`src/rtl/rxf_pkg.sv`:
```
package rxf_pkg;
  localparam logic [31:0] CRC_POLY = 32'hEDB88320;
  localparam logic [31:0] CRC_INIT = 32'hFFFF_FFFF;

  // one byte of reflected CRC-32, LSB of the byte first
  function automatic logic [31:0] crc_step(input logic [31:0] c, input logic [7:0] d);
    logic [31:0] r;
    r = c;
    for (int i = 0; i < 8; i++)
      r = (r >> 1) ^ (CRC_POLY & {32{r[0] ^ d[i]}});
    return r;
  endfunction
endpackage

```
`src/rtl/rxf_addr_capture.sv`:
```
module rxf_addr_capture #(
  parameter int NBYTES = 6,
  parameter int HASH_W = 6
) (
  input  logic                  clk,
  input  logic                  rst,
  input  logic                  in_valid,
  input  logic [7:0]            in_byte,
  output logic                  out_last,
  output logic [8*NBYTES-1:0]   out_addr,
  output logic [HASH_W-1:0]     out_hash
);
  import rxf_pkg::*;
  localparam int CNT_W  = $clog2(NBYTES);
  localparam int HELD_W = 8 * (NBYTES - 1);

  logic [CNT_W-1:0]  cnt;
  logic [31:0]       crc, crc_nx;
  logic [HELD_W-1:0] held;

  always_comb begin
    crc_nx   = crc_step(crc, in_byte);
    out_last = in_valid && (cnt == CNT_W'(NBYTES - 1));
    out_addr = {in_byte, held};
    out_hash = crc_nx[HASH_W+1:2];
  end

  always_ff @(posedge clk) begin
    if (rst) begin
      cnt  <= '0;
      crc  <= CRC_INIT;
      held <= '0;
    end else if (in_valid) begin
      if (out_last) begin
        cnt <= '0;
        crc <= CRC_INIT;
      end else begin
        cnt  <= cnt + 1'b1;
        crc  <= crc_nx;
        held <= {in_byte, held[HELD_W-1:8]};
      end
    end
  end
endmodule

```
`src/rtl/rxf_hash_table.sv`:
```
module rxf_hash_table #(
  parameter int NBYTES = 6,
  parameter int HASH_W = 6,
  parameter int MC_MAX = 8,
  parameter int LEN_W  = 16
) (
  input  logic              clk,
  input  logic              rst,
  input  logic              ld_start,
  input  logic [LEN_W-1:0]  ld_len,
  input  logic              ld_valid,
  input  logic [7:0]        ld_byte,
  input  logic [HASH_W-1:0] look_idx,
  output logic              look_hit
);
  import rxf_pkg::*;
  localparam int TBL   = 1 << HASH_W;
  localparam int POS_W = $clog2(NBYTES);
  localparam int ENT_W = $clog2(MC_MAX + 1);

  logic [TBL-1:0]   tbl;
  logic [LEN_W-1:0] rem;
  logic [POS_W-1:0] pos;
  logic [ENT_W-1:0] ent;
  logic [31:0]      crc, crc_nx;
  logic [HASH_W-1:0] set_idx;

  always_comb begin
    crc_nx   = crc_step(crc, ld_byte);
    set_idx  = crc_nx[HASH_W+1:2];
    look_hit = tbl[look_idx];
  end

  always_ff @(posedge clk) begin
    if (rst) begin
      tbl <= '0;
      rem <= '0;
      pos <= '0;
      ent <= '0;
      crc <= CRC_INIT;
    end else if (ld_start) begin
      tbl <= '0;
      rem <= ld_len;
      pos <= '0;
      ent <= '0;
      crc <= CRC_INIT;
    end else if (ld_valid && rem != '0) begin
      rem <= rem - 1'b1;
      if (pos == POS_W'(NBYTES - 1)) begin
        pos <= '0;
        crc <= CRC_INIT;
        if (ent < ENT_W'(MC_MAX)) begin
          tbl[set_idx] <= 1'b1;
          ent          <= ent + 1'b1;
        end
      end else begin
        pos <= pos + 1'b1;
        crc <= crc_nx;
      end
    end
  end
endmodule

```
`src/rtl/rx_addr_filter.sv`:
```
module rx_addr_filter #(
  parameter int NBYTES    = 6,
  parameter int HASH_W    = 6,
  parameter int MC_MAX    = 8,
  parameter int LEN_W     = 16,
  parameter int MINLEN_W  = 8,
  parameter int MIN_FLOOR = 5
) (
  input  logic                 clk,
  input  logic                 rst,
  input  logic                 cfg_promisc,
  input  logic                 cfg_bcast_off,
  input  logic                 cfg_mcast_en,
  input  logic [MINLEN_W-1:0]  cfg_min_len,
  input  logic                 rx_suspended,
  input  logic                 link_up,
  input  logic [8*NBYTES-1:0]  ia_addr,
  input  logic                 addr_valid,
  input  logic [7:0]           addr_byte,
  input  logic [LEN_W-1:0]     frame_len,
  input  logic                 ld_start,
  input  logic [LEN_W-1:0]     ld_len,
  input  logic                 ld_valid,
  input  logic [7:0]           ld_byte,
  output logic                 res_valid,
  output logic                 res_accept,
  output logic                 res_bcast
);
  localparam int AW = 8 * NBYTES;

  logic              cap_last;
  logic [AW-1:0]     cap_addr;
  logic [HASH_W-1:0] cap_hash;
  logic              hash_hit;
  logic [MINLEN_W-1:0] eff_min;
  logic              acc, bc;

  rxf_addr_capture #(.NBYTES(NBYTES), .HASH_W(HASH_W)) u_cap (
    .clk(clk), .rst(rst), .in_valid(addr_valid), .in_byte(addr_byte),
    .out_last(cap_last), .out_addr(cap_addr), .out_hash(cap_hash)
  );

  rxf_hash_table #(.NBYTES(NBYTES), .HASH_W(HASH_W), .MC_MAX(MC_MAX), .LEN_W(LEN_W)) u_tbl (
    .clk(clk), .rst(rst), .ld_start(ld_start), .ld_len(ld_len),
    .ld_valid(ld_valid), .ld_byte(ld_byte),
    .look_idx(cap_hash), .look_hit(hash_hit)
  );

  always_comb begin
    eff_min = (cfg_min_len < MINLEN_W'(MIN_FLOOR)) ? MINLEN_W'(MIN_FLOOR) : cfg_min_len;
    acc = 1'b0;
    bc  = 1'b0;
    if (rx_suspended || !link_up) begin
      acc = 1'b0;
    end else if (frame_len < LEN_W'(eff_min)) begin
      acc = 1'b0;
    end else if (cfg_promisc) begin
      acc = 1'b1;
    end else if (&cap_addr) begin
      acc = !cfg_bcast_off;
      bc  = !cfg_bcast_off;
    end else if (cap_addr[0]) begin
      acc = cfg_mcast_en && hash_hit;
    end else begin
      acc = (cap_addr == ia_addr);
    end
  end

  always_ff @(posedge clk) begin
    if (rst) begin
      res_valid  <= 1'b0;
      res_accept <= 1'b0;
      res_bcast  <= 1'b0;
    end else begin
      res_valid  <= cap_last;
      res_accept <= cap_last && acc;
      res_bcast  <= cap_last && bc;
    end
  end
endmodule

```
`config.mk`:
```
export PLATFORM = sky130hd
export DESIGN_NAME = rx_addr_filter
export DESIGN_NICKNAME = d
export VERILOG_FILES = /design/src/rtl/rxf_pkg.sv /design/src/rtl/rxf_addr_capture.sv /design/src/rtl/rxf_hash_table.sv /design/src/rtl/rx_addr_filter.sv
export SDC_FILE = /design/constraint.sdc
export NUM_CORES = 1
export LEC_CHECK = 0
export CORE_ASPECT_RATIO = 0.7
export CORE_MARGIN = 4
export CORE_UTILIZATION = 40
export DETAILED_ROUTE_END_ITERATION = 7
export GPL_ROUTABILITY_DRIVEN = 0
export PLACE_DENSITY = 0.6
export SLEW_MARGIN = 20
export SYNTH_ARGS = -nofsm -noshare
export SYNTH_HDL_FRONTEND = slang
export SYNTH_SLANG_ARGS = --single-unit
```
`constraint.sdc`:
```
create_clock -name clk -period 7.1 [get_ports clk]
set_input_delay 1.42 -clock clk [delete_from_list [all_inputs] [get_ports clk]]
set_output_delay 1.42 -clock clk [all_outputs]
set_load 0.01 [all_outputs]
```
==> results.cfg <==
[run_status]
outcome = finished clean

[sta]
finalCritPeriodShare_pct = 62.10
max_freq_mhz = 226.8
worst_slew_pin_slew_ps = 984.8
finalSetupViolCount = 0
min_period_ps = 4409
finalClockSkew_ps = 12.52
hold_violations = 0
setup_tns_ps = 0
rsz0062_at_grt = false
slew_headroom_pct = 33.87
maxSlewViolCount = 0
hold_ws_ps = 464.8

[clocking]
clk_latency_ps = 450
cts-root-buf = clkbuf_16
cts_tree = done
cts_hold_buffers = 0
numCtsBuffers = 17
clk_pin_slew_ps = 80
cts_setup_buffers = 0
numClockSinks = 197
cts-root-to-sink-buffers = 2
htree_levels = 4
ctsResizeCount = 0

[logic_synthesis]
synth_edf_count = 0
async_reset_ff_share_pct = 0
avgSynthCellArea_um2 = 8.664
ys_seq_elements = 197
yosys_warnings = 0
synthesis.area_mm2 = 0.009799
synth_flop_cell = dfxtp_1
ys_types = 47
syn_nets = 1256
syn_inst = 1131
synth.yosys.seq_area_share_pct = 40.25

[floorplan]
core_mm2 = 0.02388
initial_core_util_pct = 41.04
dieHeight_um = 139.0
die_w_um = 195.1
fp.dieArea_mm2 = 0.02711
num_rows = 47
ioPinCount = 117

[detailed_routing]
wire_per_inst_um = 16.66
drc = 0
antenna_left = 0
drt-pass1-iter-count = 6
vias = 8053
drt_iter0_markers = 695
drt_wl_total_um = 25890
vias_per_cell = 5.182

[grt]
top_usage_layer = met1
grt_pass1_vias = 7715
use_met3_pct = 3.958
grt_max_degree = 72
grtUsageTotal_pct = 19.11
use_met2_pct = 26.69
grt_overflow = 0
antenna_found_initial = 0
grt_pass1_wl_um = 42320
met1_usage_pct = 30.34

[min_path]
hold_start = u_tbl.tbl[5]
hold_path_class = register to register

[power_and_ir_drop]
ir_worst_vdd_mv = 0.3197
power.density_mw_per_mm2 = 338.4
p_leak_nw = 4.194

[worst_setup_path]
regToRegStartpoint = u_tbl.rem[0]
worstPathRequired_ps = 7470
startpoint_type = input port
worstSetupPathType = input port to register
crit_path_end_kind = register
crit_start = addr_byte[3]
arrival_ps = 4780
cp_max_fo = 6
rrSetupSlack_ps = 3870

[placed_design]
dp_hpwl_um = 18070
io_buffer_count = 116

[final_layout]
fin_nets = 1348
n_fill_cell = 2305
diodes = 0
drive_gt1_share_pct = 5.583
areaGrowthSynthToFinish_pct = 20.72

[job]
drv_cap = 0
==> metrics by stage <==
step / std cells / area, um^2 / power (W) / worst slack [ps] / utilization [%]
4_1_cts: 1554 / 11830 / 0.004024 / 2449 / 49.54
3_3_place_gp: 1522 / 11230 / 0.003011 / 2040 / 47.02
3_5_place_dp: 1522 / 11230 / 0.003014 / 1977 / 47.02
6_report: 1554 / 11830 / 0.004004 / 2691 / 49.55
2_1_floorplan: 1131 / 9799 / 0.002703 / 3498 / -
5_1_grt: 1554 / 11830 / 0.004247 / 2313 / 49.55
==> layer usage <==
layer / routed length (um) / share of wire (%)
met1: 13510 / 52
met2: 10830 / 42
met3: 1384 / 5.3
met4: 165 / 0.64
met5: 0 / 0
==> path summary, 6_finish.rpt <==
check / endpoint / depth (start not counted)
worst min-delay path: u_tbl.tbl[5] / 2
worst max register to register: u_tbl.tbl[63] / 11
worst max-delay path: res_accept / 9
worst min register to register: u_tbl.tbl[5] / 2
==> cells by family (layout without fill, tap and decap cells) <==
family | Yosys count | after routing | synth area share [%]
buf+inv | 71 | 176 | 3.052
compound gates | 211 | 211 | 11.72
fa+ha+maj | 11 | 11 | 1.404
flops | 197 | 197 | 40.25
xor+xnor | 202 | 202 | 19.31
mux | 36 | 36 | 5.848
simple gates | 403 | 403 | 18.42
==> synth_stat cells, types with 2 or more instances <==
cell       count  area share [%]
or3_1          3            0.19
nor4_1        11            0.70
xnor2_2        3            0.50
a21oi_1      130             6.6
o22ai_1       27             1.7
mux4_1        10             2.7
buf_1          4            0.15
xnor3_1        3            0.69
nand4_1       22             1.4
nor2b_1        4            0.26
mux2i_1       22             2.2
inv_1         17            0.65
nor2_1       154             5.9
xnor2_1      151              13
nand3_1       12            0.61
o21ai_0       38             1.9
xor2_1        41             3.7
dfxtp_1      197              40
o2111a_1       2            0.23
ha_1          11             1.4
or2_2          9            0.57
buf_6          3            0.34
o21a_1         4            0.31
nand2_1      109             4.2
nor3_1        41             2.1
mux4_2         4            0.92
nand2b_1      32             2.0
o2111ai_1      2            0.18
clkbuf_1      46             1.8
nor3b_1        2            0.15
==> flip-flops by register name, summed over array words and instances (netlist names) <==
register	flops
u_tbl.rem	16
u_tbl.ent	4
res_valid	1
u_tbl.tbl	64
u_tbl.crc	32
res_bcast	1
res_accept	1
u_tbl.pos	3
u_cap.held	40
u_cap.cnt	3
u_cap.crc	32
==> where the power goes <==
part	switching [W]	leakage, nW	internal [W]
Combinational	0.000927	2.29	0.000799
Clock	0.000489	0.297	0.000508
Sequential	0.0000780	1.60	0.00120
==> critical path: stages <==
cell	delay, ps
clkdlybuf4s50_1	550
xnor2_1	710
xnor2_1	220
xnor2_1	350
xor2_1	610
mux2i_1	360
mux2i_1	110
o2111a_1	260
a211oi_2	170
==> layout make-up <==
| cell class | instances | area, um^2 | area share, % |
|---|---|---|---|
| clock buffers | 17 | 425.4 | 3.596 |
| clock inverters | 15 | 177.7 | 1.502 |
| inverters | 17 | 63.81 | 0.5394 |
| multi-input cells | 863 | 5583 | 47.19 |
| flip-flops and latches | 197 | 3944 | 33.34 |
| well taps | 318 | 397.9 | 3.363 |
| repair buffers | 127 | 1239 | 10.47 |
==> cell usage in the layout, fill, tap and decap left out, types with 4 or more instances in the layout <==
cell type / count
nand4_1: 22
o21a_1: 4
mux4_1: 10
buf_4: 11
or2_2: 9
nor2_1: 154
xor2_1: 41
o22ai_1: 27
inv_8: 4
nor2b_1: 4
dfxtp_1: 197
a21oi_1: 128
nor4_1: 11
nand2b_1: 32
ha_1: 11
nand2_1: 108
inv_6: 7
o21ai_0: 38
inv_1: 17
mux4_2: 4
xnor2_1: 151
clkdlybuf4s50_1: 115
nand3_1: 12
nor3_1: 41
clkbuf_16: 17
mux2i_1: 22
Note: power is estimated with default switching activity, not from simulation.
